==> src/rtl/xmem_stretch_pkg.sv <==
package xmem_stretch_pkg;

    localparam int SW   = 3;   // stretch field width
    localparam int STEP = 4;   // clocks per stretch step
    localparam int BASE = 2;   // clocks per phase at full speed
    localparam int CW   = 5;   // phase counter width, holds up to 31

    typedef enum logic [2:0] {
        PH_IDLE,
        PH_ALE,
        PH_SETUP,
        PH_STROBE,
        PH_HOLD
    } phase_e;

    typedef struct packed {
        logic [CW-1:0] ale_len;
        logic [CW-1:0] setup_len;
        logic [CW-1:0] strobe_len;
        logic [CW-1:0] hold_len;
    } timing_t;

    // Phase lengths in clocks for one stretch setting.
    function automatic timing_t timing_for(input logic [SW-1:0] s);
        timing_t t;
        logic    slow;
        slow = s[SW-1];
        t.ale_len   = slow ? CW'(BASE + STEP) : CW'(BASE);
        if (s == '0)
            t.setup_len = CW'(BASE);
        else if (slow)
            t.setup_len = CW'(BASE + 1 + STEP);
        else
            t.setup_len = CW'(BASE + 1);
        t.hold_len = t.setup_len;
        if (s == '0)
            t.strobe_len = CW'(BASE);
        else if (s == SW'(1))
            t.strobe_len = CW'(2 * BASE);
        else
            t.strobe_len = CW'(STEP * int'(s));
        return t;
    endfunction

endpackage

==> src/rtl/xmem_timing_table.sv <==
module xmem_timing_table
    import xmem_stretch_pkg::*;
(
    input  logic [SW-1:0] stretch,
    output timing_t       timing
);
    always_comb timing = timing_for(stretch);
endmodule

==> src/rtl/xmem_phase_fsm.sv <==
module xmem_phase_fsm
    import xmem_stretch_pkg::*;
(
    input  logic    clk,
    input  logic    rst,
    input  logic    start,
    input  timing_t live_timing,
    output phase_e  phase,
    output logic    strobe_last,
    output logic    hold_last
);
    phase_e        ph_q;
    logic [CW-1:0] cnt_q;
    timing_t       tim_q;

    always_ff @(posedge clk) begin
        if (rst) begin
            ph_q  <= PH_IDLE;
            cnt_q <= '0;
            tim_q <= '0;
        end else if (ph_q == PH_IDLE) begin
            if (start) begin
                ph_q  <= PH_ALE;
                cnt_q <= live_timing.ale_len - 1'b1;
                tim_q <= live_timing;
            end
        end else if (cnt_q != '0) begin
            cnt_q <= cnt_q - 1'b1;
        end else begin
            unique case (ph_q)
                PH_ALE: begin
                    ph_q  <= PH_SETUP;
                    cnt_q <= tim_q.setup_len - 1'b1;
                end
                PH_SETUP: begin
                    ph_q  <= PH_STROBE;
                    cnt_q <= tim_q.strobe_len - 1'b1;
                end
                PH_STROBE: begin
                    ph_q  <= PH_HOLD;
                    cnt_q <= tim_q.hold_len - 1'b1;
                end
                default: begin
                    ph_q  <= PH_IDLE;
                    cnt_q <= '0;
                end
            endcase
        end
    end

    assign phase       = ph_q;
    assign strobe_last = (ph_q == PH_STROBE) && (cnt_q == '0);
    assign hold_last   = (ph_q == PH_HOLD) && (cnt_q == '0);
endmodule

==> src/rtl/xmem_bus_drive.sv <==
module xmem_bus_drive
    import xmem_stretch_pkg::*;
#(
    parameter int AW = 16,
    parameter int DW = 8
) (
    input  logic          clk,
    input  logic          rst,
    input  logic          start,
    input  logic          start_we,
    input  logic [AW-1:0] start_addr,
    input  logic [DW-1:0] start_wdata,
    input  phase_e        phase,
    input  logic          strobe_last,
    input  logic [DW-1:0] mem_din,
    output logic [DW-1:0] rd_data,
    output logic [AW-1:0] mem_addr,
    output logic          addr_oe,
    output logic          ale,
    output logic          rd_n,
    output logic          wr_n,
    output logic [DW-1:0] mem_dout,
    output logic          dout_oe
);
    logic          we_q;
    logic [AW-1:0] addr_q;
    logic [DW-1:0] wdata_q;
    logic [DW-1:0] rdata_q;
    logic          strobing;

    always_ff @(posedge clk) begin
        if (rst) begin
            we_q    <= 1'b0;
            addr_q  <= '0;
            wdata_q <= '0;
        end else if (start) begin
            we_q    <= start_we;
            addr_q  <= start_addr;
            wdata_q <= start_wdata;
        end
    end

    always_ff @(posedge clk) begin
        if (rst)
            rdata_q <= '0;
        else if (strobe_last && !we_q)
            rdata_q <= mem_din;
    end

    assign strobing = (phase == PH_STROBE);
    assign ale      = (phase == PH_ALE);
    assign addr_oe  = (phase != PH_IDLE);
    assign rd_n     = !(strobing && !we_q);
    assign wr_n     = !(strobing && we_q);
    assign dout_oe  = we_q && (phase == PH_SETUP || phase == PH_STROBE || phase == PH_HOLD);
    assign mem_addr = addr_q;
    assign mem_dout = wdata_q;
    assign rd_data  = rdata_q;
endmodule

==> src/rtl/xmem_stretch_seq.sv <==
module xmem_stretch_seq
    import xmem_stretch_pkg::*;
#(
    parameter int AW = 16,
    parameter int DW = 8
) (
    input  logic          clk,
    input  logic          rst,
    input  logic          req,
    input  logic          req_we,
    input  logic [AW-1:0] req_addr,
    input  logic [DW-1:0] req_wdata,
    input  logic [SW-1:0] stretch,
    output logic          busy,
    output logic          done,
    output logic [DW-1:0] rd_data,
    output logic [AW-1:0] mem_addr,
    output logic          addr_oe,
    output logic          ale,
    output logic          rd_n,
    output logic          wr_n,
    output logic [DW-1:0] mem_dout,
    output logic          dout_oe,
    input  logic [DW-1:0] mem_din
);
    timing_t live_timing;
    phase_e  phase;
    logic    strobe_last;
    logic    hold_last;
    logic    accept;

    assign accept = req && (phase == PH_IDLE);

    xmem_timing_table u_table (
        .stretch (stretch),
        .timing  (live_timing)
    );

    xmem_phase_fsm u_fsm (
        .clk         (clk),
        .rst         (rst),
        .start       (accept),
        .live_timing (live_timing),
        .phase       (phase),
        .strobe_last (strobe_last),
        .hold_last   (hold_last)
    );

    xmem_bus_drive #(.AW(AW), .DW(DW)) u_drive (
        .clk         (clk),
        .rst         (rst),
        .start       (accept),
        .start_we    (req_we),
        .start_addr  (req_addr),
        .start_wdata (req_wdata),
        .phase       (phase),
        .strobe_last (strobe_last),
        .mem_din     (mem_din),
        .rd_data     (rd_data),
        .mem_addr    (mem_addr),
        .addr_oe     (addr_oe),
        .ale         (ale),
        .rd_n        (rd_n),
        .wr_n        (wr_n),
        .mem_dout    (mem_dout),
        .dout_oe     (dout_oe)
    );

    assign busy = (phase != PH_IDLE);
    assign done = hold_last;
endmodule

==> config.mk <==
export PLATFORM = sky130hd
export DESIGN_NAME = xmem_stretch_seq
export DESIGN_NICKNAME = d
export VERILOG_FILES = /design/src/rtl/xmem_stretch_pkg.sv /design/src/rtl/xmem_timing_table.sv /design/src/rtl/xmem_phase_fsm.sv /design/src/rtl/xmem_bus_drive.sv /design/src/rtl/xmem_stretch_seq.sv
export SDC_FILE = /design/constraint.sdc
export NUM_CORES = 1
export LEC_CHECK = 0
export ABC_AREA = 1
export BUFFER_PORTS_ARGS = -buffer_cell sky130_fd_sc_hd__clkbuf_2
export CAP_MARGIN = 20
export CORE_UTILIZATION = 40
export CTS_CLUSTER_SIZE = 16
export DETAILED_ROUTE_END_ITERATION = 8
export PLACE_DENSITY = 0.67
export SLEW_MARGIN = 20
export SYNTH_ARGS = -nofsm -noshare
export SYNTH_HDL_FRONTEND = slang
export SYNTH_HIERARCHICAL = 1
export SYNTH_SLANG_ARGS = --single-unit
export TNS_END_PERCENT = 100
==> constraint.sdc <==
create_clock -name clk -period 4.6 [get_ports clk]
set_clock_uncertainty 0.2 [all_clocks]
set_input_delay 0.69 -clock clk [delete_from_list [all_inputs] [get_ports clk]]
set_output_delay 0.69 -clock clk [all_outputs]
set_load 0.1 [all_outputs]
Word level (Yosys, flattened, before mapping). Index checks and enable logic that the tools add are counted.

Reduce and logical (&&, ||, !) cells: 20. Multiplexer cells: 13. Equality and inequality tests: 7. Add/sub/neg operators: 4.

Operators with widths (number): 5-bit 2-to-1 mux (6); 3-bit 2-to-1 mux (5); 5-bit by 1-bit subtractor with 5-bit output, second input constant (3); 5-bit one-hot mux with 2 select lines (1); 3-bit one-hot mux with 3 select lines (1); 1-bit logical AND (7); 3-bit by 1-bit equality test with 1-bit output, second input constant (2); 3-bit by 2-bit equality test with 1-bit output, second input constant (2); 3-bit logical NOT (2); 5-bit logical NOT (1); 5-bit nonzero test (1); 2-bit != test, second input constant (2); 2-bit AND reduction (2); 3-bit by 1-bit subtractor with 4-bit output, second input constant (1); 3-bit equality test, second input constant (1); 1-bit logical NOT (3); 3-bit nonzero test (1); 1-bit logical OR (2); 2-bit OR reduction (1).

Output and inout port bits: 39. Logic and storage cells: 52. Register bits after elaboration: 51. Input bits: 39.

Longest topological paths before layout. Gate-level depths: netlist of the first run.

Word-level depth: 5. Mapped depth: 11. Gate-level depth less buffers: 11.

By module. The synthesis of the first run kept the hierarchy.

Modules (own cells, without submodules): xmem_phase_fsm (sequential area each 460.4 sq um, cells an instance 188, instances 1, area an instance 1335.0 sq um); xmem_bus_drive (sequential area each 660.6 sq um, cells an instance 170, instances 1, area an instance 1266.2 sq um); xmem_timing_table (sequential area each 0.0 sq um, cells an instance 26, instances 1, area an instance 158.9 sq um); xmem_stretch_seq (sequential area each 0.0 sq um, cells an instance 5, instances 1, area an instance 26.3 sq um).

Least setup slack after synthesis of the first run. Ideal clock, no wire load.

Path kind: register -> output. From: register u_fsm.cnt_q[0]. To: output port done. Data required time: 3.710 ns. Buffers on the path: 0. Data arrival time: 2.871 ns. Stages on the path, launching flop included: 7. Path slack: 0.839 ns. Path through: dfxtp_1 -> inv_1 -> ha_1 -> nand2_1 -> nor2_2 -> inv_2 -> nor3_1.

Word-level cells in the longest chain between the ends: 2.

Ends and longest elaborated chain: from (decl) (line xmem_phase_fsm.sv:13) `logic [CW-1:0] cnt_q;`; from (signal assigned) (line xmem_phase_fsm.sv:24) `cnt_q <= live_timing.ale_len - 1'b1;`; from (signal assigned) (line xmem_phase_fsm.sv:28) `cnt_q <= cnt_q - 1'b1;`; from (signal assigned) (line xmem_phase_fsm.sv:33) `cnt_q <= tim_q.setup_len - 1'b1;`; 5-bit logical NOT (line xmem_phase_fsm.sv:53) `assign hold_last = (ph_q == PH_HOLD) && (cnt_q == '0);`; 1-bit logical AND (line xmem_phase_fsm.sv:53); to (decl) (line xmem_stretch_seq.sv:15) `output logic done,`.

No other way between the ends.

Worst setup path after layout of the first run. Same ends and word-level chain as after synthesis.

==> impl_results.md, run 1 <==
- Fraction of registers with async set or reset after synthesis: 0
- Number of distinct standard cells referenced by the synthesized netlist: 37
- Core area: 6760 um^2
- Final GP Congestion: 0.875
- Total die area: 7300 um^2
- Cell accounting for the most synthesized area: dfxtp_1
- Required time of the critical path: 3.71 ns
- Worst slew pin tran: 0.844 ns
- Clock slew seen by the registers of the worst setup and hold paths: 0.10 ns
- Maximum number of pins on one net before global-route repair: 34
- Endpoint kind of the worst setup timing path: primary output
- Per-instance average area after synthesis: 7.16 um^2
- Number of buffers inserted during clock tree synthesis: 5
- Clock net sink count: 56
- Setup-failing EPs final: 0
- Fraction of the yosys area taken by sequential cells: 0.402
- First-pass iteration count of the detailed router: 6
- Share of the synthesized area in the top cell type: 0.402
- Top flip-flop cell by instance count after synthesis: dfxtp_1
- Post-detailed-placement half-perimeter wirelength: 4460 um
- Clock H-tree levels: 2
- Layout Area Growth over Synthesis: 14.8%
- Top cells by instance count after synthesis: nor2_1, dfxtp_1, o21ai_0, nand2_1, inv_1
- Leakage Power: 1.56 nW
- Die boundary width: 85.5 um
- First-pass GRT wire length: 10,100 um
- Timing startpoint of the critical path: u_fsm/cnt_q[0]
- Class of the most critical setup path: flop to primary output
- Synthesized cell area: 2790 um^2
- Buffers added on ports: 77
- Buffer levels on the longest clock path: 2
- Met3 WL post-DR: 264 um
- Maximum clock frequency: 359 MHz
- Total detailed-routing wirelength: 6080 um
- Post-detailed-route count of antenna-violating nets: 0
- GRT Resource Usage Total: 0.172
- Count of mapped cells out of synthesis: 389
- Slowest stage delay, CP: 0.48 ns
- Outcome: finished with violations
- Critical Path Source Type: flop
- Post-synth EDFFs: 0
- Critical path peak fanout: 5
- Most frequently used cell type in the post-synthesis netlist: nor2_1
- Overall overflow remaining after global route: 0
- Detail Route met2 WL: 2790 um
- Top post-synthesis cells by area: dfxtp_1, nor2_1, o21ai_0
- Number of nets in the finished design: 495
- Critical Path, Cell by Cell: inv_1 -> ha_1 -> nand2_1 -> nor2_2 -> inv_2 -> nor3_1 -> clkbuf_2
- Vertical die dimension: 85.5 um
- Count of yosys warnings during synthesis: 6
- Unrepaired setup endpoints after global routing: false
- Number of buffers inserted by hold repair at cts: 0
- Min-Delay Path Class: flop to flop
- Violations in the final reports: design-rule violations
- Crit path max-delay cell type: clkbuf_2
- Flop and latch count out of synthesis: 56
- Startpoint of the lowest-slack register-to-register path: u_fsm/phase[1]
- Max_cap viols: 0
- Root Buffer Master: clkbuf_8
- Shortest period the worst path allows: 2.79 ns
- Post-cts resize count: 0
- Number of setup buffers added after CTS: 0
- Crit share post-route: 0.606
- IO Pins: 78
- Startpoint of the worst hold path: u_fsm/tim_q[14]
- Metal1 wirelength: 2960 um
- Initial antenna violation count: 0
- Pins Over Slew Limit: 0
- Antenna diodes: 0
- Final core occ: 0.474
- Initial core utilization: 0.412
- Final hold vios: 0
- Clock latency of the later-clocked register in the worst-skew pair: 0.30 ns
- Setup TNS: 0 ns
- Detail-routed via count per cell: 4.68
- Total DRC errors in the routed layout: 1
- Clock tree from TritonCTS: yes
- Power per unit of standard cell area: 738 nW/um^2
- Placement Rows: 30
- Normalized max-slew margin: 0.437
- Via count of the routed design: 2,501
- Proportion of layout cells with a drive suffix above 1: 0.273
- Wire length per cell after detailed routing: 11.4 um
- Starting DRT DRC Count: 140
- IR Drop Worst-Case VDD: 293 uV
- Number of global-route vias before repair: 2,220
- Top Metal Used: met4
- Arr. time, crit path: 1.90 ns
-- power by group --
group / total (mW) / internal [mW] / leakage, nW / switching (mW)
combinational: 1.37 / 0.305 / 1.05 / 1.06
sequential: 0.720 / 0.624 / 0.462 / 0.0965
clock: 0.274 / 0.110 / 0.0485 / 0.164
total: 2.36 / 1.04 / 1.56 / 1.32
-- worst paths after layout --
| check | end | slack (ns) | cells after the start |
|---|---|---|---|
| max | done | 1.81 | 7 |
| max reg2reg | u_fsm/tim_q[5] | 2.32 | 9 |
| min reg2reg | u_fsm/tim_q[14] | 0.26 | 2 |
| min | u_fsm/tim_q[14] | 0.26 | 2 |
-- layout make-up --
type                            instances  area (um^2)
Fill cell                             736         3560
Sequential cell                        56         1120
Clock buffer                            5         68.8
Timing Repair Buffer                   78          393
Tap cell                               80          100
Inverter                               43          166
Clock inverter                          3         22.5
Multi-Input combinational cell        269         1330
-- cells by family after synthesis --
logic type | after synthesis | synth area share
buffers and inverters | 73 | 0.133
adders and majority gates | 3 | 0.0135
other | 2 | 0.00270
and+or+nand+nor | 182 | 0.300
xor gates and xnor gates | 3 | 0.0121
AOI/OAI and AO/OA | 70 | 0.136
DFF | 56 | 0.402
-- registers in the layout (all words and copies together) (netlist names) --
register / flops
u_drive/mem_addr: 16
u_drive/mem_dout: 8
u_drive/rd_data: 8
u_drive/we_q: 1
u_fsm/cnt_q: 5
u_fsm/phase: 3
u_fsm/tim_q: 15
-- per-stage QoR --
stage               hold slack, ns  power [mW]  area (um^2)  std cells  setup WS, ns
finish                       0.263        2.36         3200        534          1.81
global route                 0.289        2.53         3200        534          1.67
floorplan                    0.230        1.89         2820        398         0.839
global placement             0.250        2.08         3110        526          2.17
detailed placement           0.259        2.10         3110        526          2.14
CTS                          0.273        2.38         3200        534          1.79
-- critical path: cells and delay by family (launching register included) --
family                     cells  cell delay [ns]
buffers and inverters          3             0.65
and+or+nand+nor                3             0.41
DFF                            1             0.34
adders and majority gates      1             0.19
-- cells in the final DEF, fill, tap and decap left out, types with 4 or more instances in the layout --
master,count
nor2_1,100
clkbuf_2,77
dfxtp_1,56
o21ai_0,42
nand2_1,37
inv_1,32
a21oi_1,14
nand3_1,14
conb_1,11
inv_2,9
nor2_2,8
nor2_4,8
clkbuf_8,5
o21ai_1,5
nand2_2,4
nand4_1,4
-- layer usage --
metal  up-vias  global-route usage
li1       1331                   -
met1      1111               0.227
met2        53               0.288
met3         6              0.0360
met4         0              0.0409
met5         -                   0
(Power assumes the default switching activity.)
==> run 2: changes to the inputs <==
--- a/config.mk
+++ b/config.mk
@@ -11,7 +11,7 @@
 export CORE_UTILIZATION = 40
 export CTS_CLUSTER_SIZE = 16
 export DETAILED_ROUTE_END_ITERATION = 8
-export PLACE_DENSITY = 0.67
+export PLACE_DENSITY = 0.69
 export SLEW_MARGIN = 20
 export SYNTH_ARGS = -nofsm -noshare
 export SYNTH_HDL_FRONTEND = slang
==> constraint.sdc (replaced) <==
create_clock -name clk -period 2.5 [get_ports clk]
set_clock_uncertainty 0.2 [all_clocks]
set_input_delay 0.375 -clock clk [delete_from_list [all_inputs] [get_ports clk]]
set_output_delay 0.375 -clock clk [all_outputs]
set_load 0.1 [all_outputs]
==> impl_results.md, run 2 (synthesis gave the netlist of run 1 again) <==
- Outcome: finished with violations
- Violations in the final reports: design-rule violations
- Part of the total power dissipated in the clock network: 0.135
- Buffers added on ports: 77
- Critical path peak fanout: 5
- Clock H-tree levels: 2
- Worst setup slack after placement: 0.353 ns
- Post-detailed-route count of antenna-violating nets: 0
- Final core occ: 0.481
- Worst flop-to-flop path endpoint: u_fsm/cnt_q[1]
- Final standard cell count with taps included and fillers excluded: 535
- Delay-heaviest family, CP: simple AND/OR/NAND/NOR gates
- Number of inserted filler cells in the final layout: 694
- Min-Delay Path Class: input port to flop
- Crit path max-delay cell type: dfxtp_1
- Part of the power in combinational logic: 0.567
- First-pass iteration count of the detailed router: 6
- Hold slack final: 0.0827 ns
- Critical Path Source Type: flop
- Number of buffers inserted by hold repair at cts: 0
- Startpoint of the worst hold path: req_addr[10]
- Critical Path, Cell by Cell: inv_1 -> ha_1 -> nand2_1 -> nor2_2 -> inv_2 -> nor3_2 -> buf_6
- Vertical die dimension: 85.5 um
- Placement Rows: 30
- Arr. time, crit path: 1.76 ns
- Post-detailed-placement half-perimeter wirelength: 4510 um
- Wire length per cell after detailed routing: 11.5 um
- Clock slew seen by the registers of the worst setup and hold paths: 0.10 ns
- Power, Total: 4.46 mW
- Endpoint kind of the worst setup timing path: primary output
- Initial core utilization: 0.412
- Standard cell area after detailed placement: 3130 um^2
- Final hold vios: 0
- Clock tree from TritonCTS: yes
- Antenna diodes: 0
- Setup-failing EPs final: 0
- Initial antenna violation count: 0
- Internal Dissipation: 2.01 mW
- P_sw: 2.45 mW
- Class of the most critical setup path: flop to primary output
- Maximum number of pins on one net before global-route repair: 34
- Detail-routed via count per cell: 4.72
- Maximum clock frequency: 429 MHz
- Buffer levels on the longest clock path: 2
- Core area: 6760 um^2
- Total die area: 7300 um^2
- IR Drop Worst-Case VDD: 537 uV
- Commonest cells after routing, fill and taps aside: nor2_1, clkbuf_2, dfxtp_1
- Number of nets in the finished design: 496
- Number of buffers inserted during clock tree synthesis: 5
- Setup TNS: 0 ns
- Shortest period the worst path allows: 2.33 ns
- Unrepaired setup endpoints after global routing: false
- Number of global-route vias before repair: 2,209
- Hold-critical path endpoint: u_drive/mem_addr[10]
- Clock net sink count: 56
- R2r setup slk: 0.30 ns
- Worst slew pin tran: 0.561 ns
- Die boundary width: 85.5 um
- Post-route setup slack: 0.167 ns
- Slowest stage delay, CP: 0.35 ns
- Placed cells: 527
- Final Cell Area: 3250 um^2
- Sequential group share of total power: 0.298
- Startpoint of the lowest-slack register-to-register path: u_fsm/phase[1]
- Switch share: 0.549
- Clock latency of the later-clocked register in the worst-skew pair: 0.31 ns
- Power per unit of standard cell area: 1370 nW/um^2
- Leakage Power: 1.58 nW
- Root Buffer Master: clkbuf_8
- Overall overflow remaining after global route: 0
- Crit share post-route: 0.933
- First-pass GRT wire length: 10,100 um
- GRT Resource Usage Total: 0.171
- Critical path buffers and inverters: 3
- Total detailed-routing wirelength: 6150 um
- Total DRC errors in the routed layout: 1
- Final GP Congestion: 0.796
- Starting DRT DRC Count: 163
- Number of flip-flops in the largest register: 16
- Required time of the critical path: 1.92 ns
- Normalized max-slew margin: 0.628
- Max_cap viols: 0
- Commonest non-fill, non-tap cell in the layout: nor2_1
- IO Pins: 78
- Worst-case reg-to-reg path depth: 9
- Cell count of the worst hold path: 3
- Layout Area Growth over Synthesis: 16.5%
- Pins Over Slew Limit: 0
- Via count of the routed design: 2,525
- Proportion of layout cells with a drive suffix above 1: 0.279
## run 2: how the worst max path moves through the flow
stage                               from        endpoint  slack [ns]  cells past startpoint
after floorplan           u_fsm/cnt_q[0]            done       -0.08                      6
after global placement    u_fsm/phase[1]  u_fsm/cnt_q[1]        0.43                      9
after detailed placement  u_fsm/phase[1]  u_fsm/cnt_q[1]        0.35                      9
after CTS                 u_fsm/cnt_q[0]            done        0.12                      7
after global routing      u_fsm/cnt_q[0]            done        0.02                      7
final                     u_fsm/cnt_q[0]            done        0.17                      7
## run 2: what timing repair did
item,in CTS,in global routing
gates resized for setup,0,1
setup buffers,0,0
endpoints found under the setup margin,0,1
## run 2: area by class of cell
type / instances / area (um^2) / area share
tap: 80 / 100 / 0.0308
sequential: 56 / 1120 / 0.345
timing repair buffer: 79 / 407 / 0.125
multi-input combinational: 269 / 1340 / 0.413
clock buffer: 6 / 72.6 / 0.0224
clock inverter: 2 / 38.8 / 0.0119
inverter: 43 / 166 / 0.0513
## run 2: worst register-to-register path, cell delays in order (launching register included)
cell and delay (ns):
dfxtp_1 0.63, nand2_2 0.11, nor2_2 0.23, nand2_1 0.11, o21ai_2 0.10, nor2_4 0.06
ha_1 0.27, o22ai_1 0.12, nand2_1 0.06, a221oi_1 0.23
## run 2: power by group through the flow
| stage | Clock, mW | Combinational, mW | Sequential, mW |
|---|---|---|---|
| final | 0.604 | 2.53 | 1.33 |
| after global routing | 0.658 | 2.74 | 1.36 |
| after CTS | 0.620 | 2.53 | 1.33 |
| after detailed placement | 0 | 2.52 | 1.35 |
| after global placement | 0 | 2.50 | 1.34 |
| after floorplan | 0 | 1.44 | 2.05 |
## run 2: layer usage
metal / global-route usage / wire [um] / vias to the layer above
met4: 0.0409 / 40 / 0
met2: 0.284 / 2990 / 55
met1: 0.226 / 2880 / 1136
met5: 0 / 0 / -
li1: - / - / 1328
met3: 0.0399 / 235 / 6
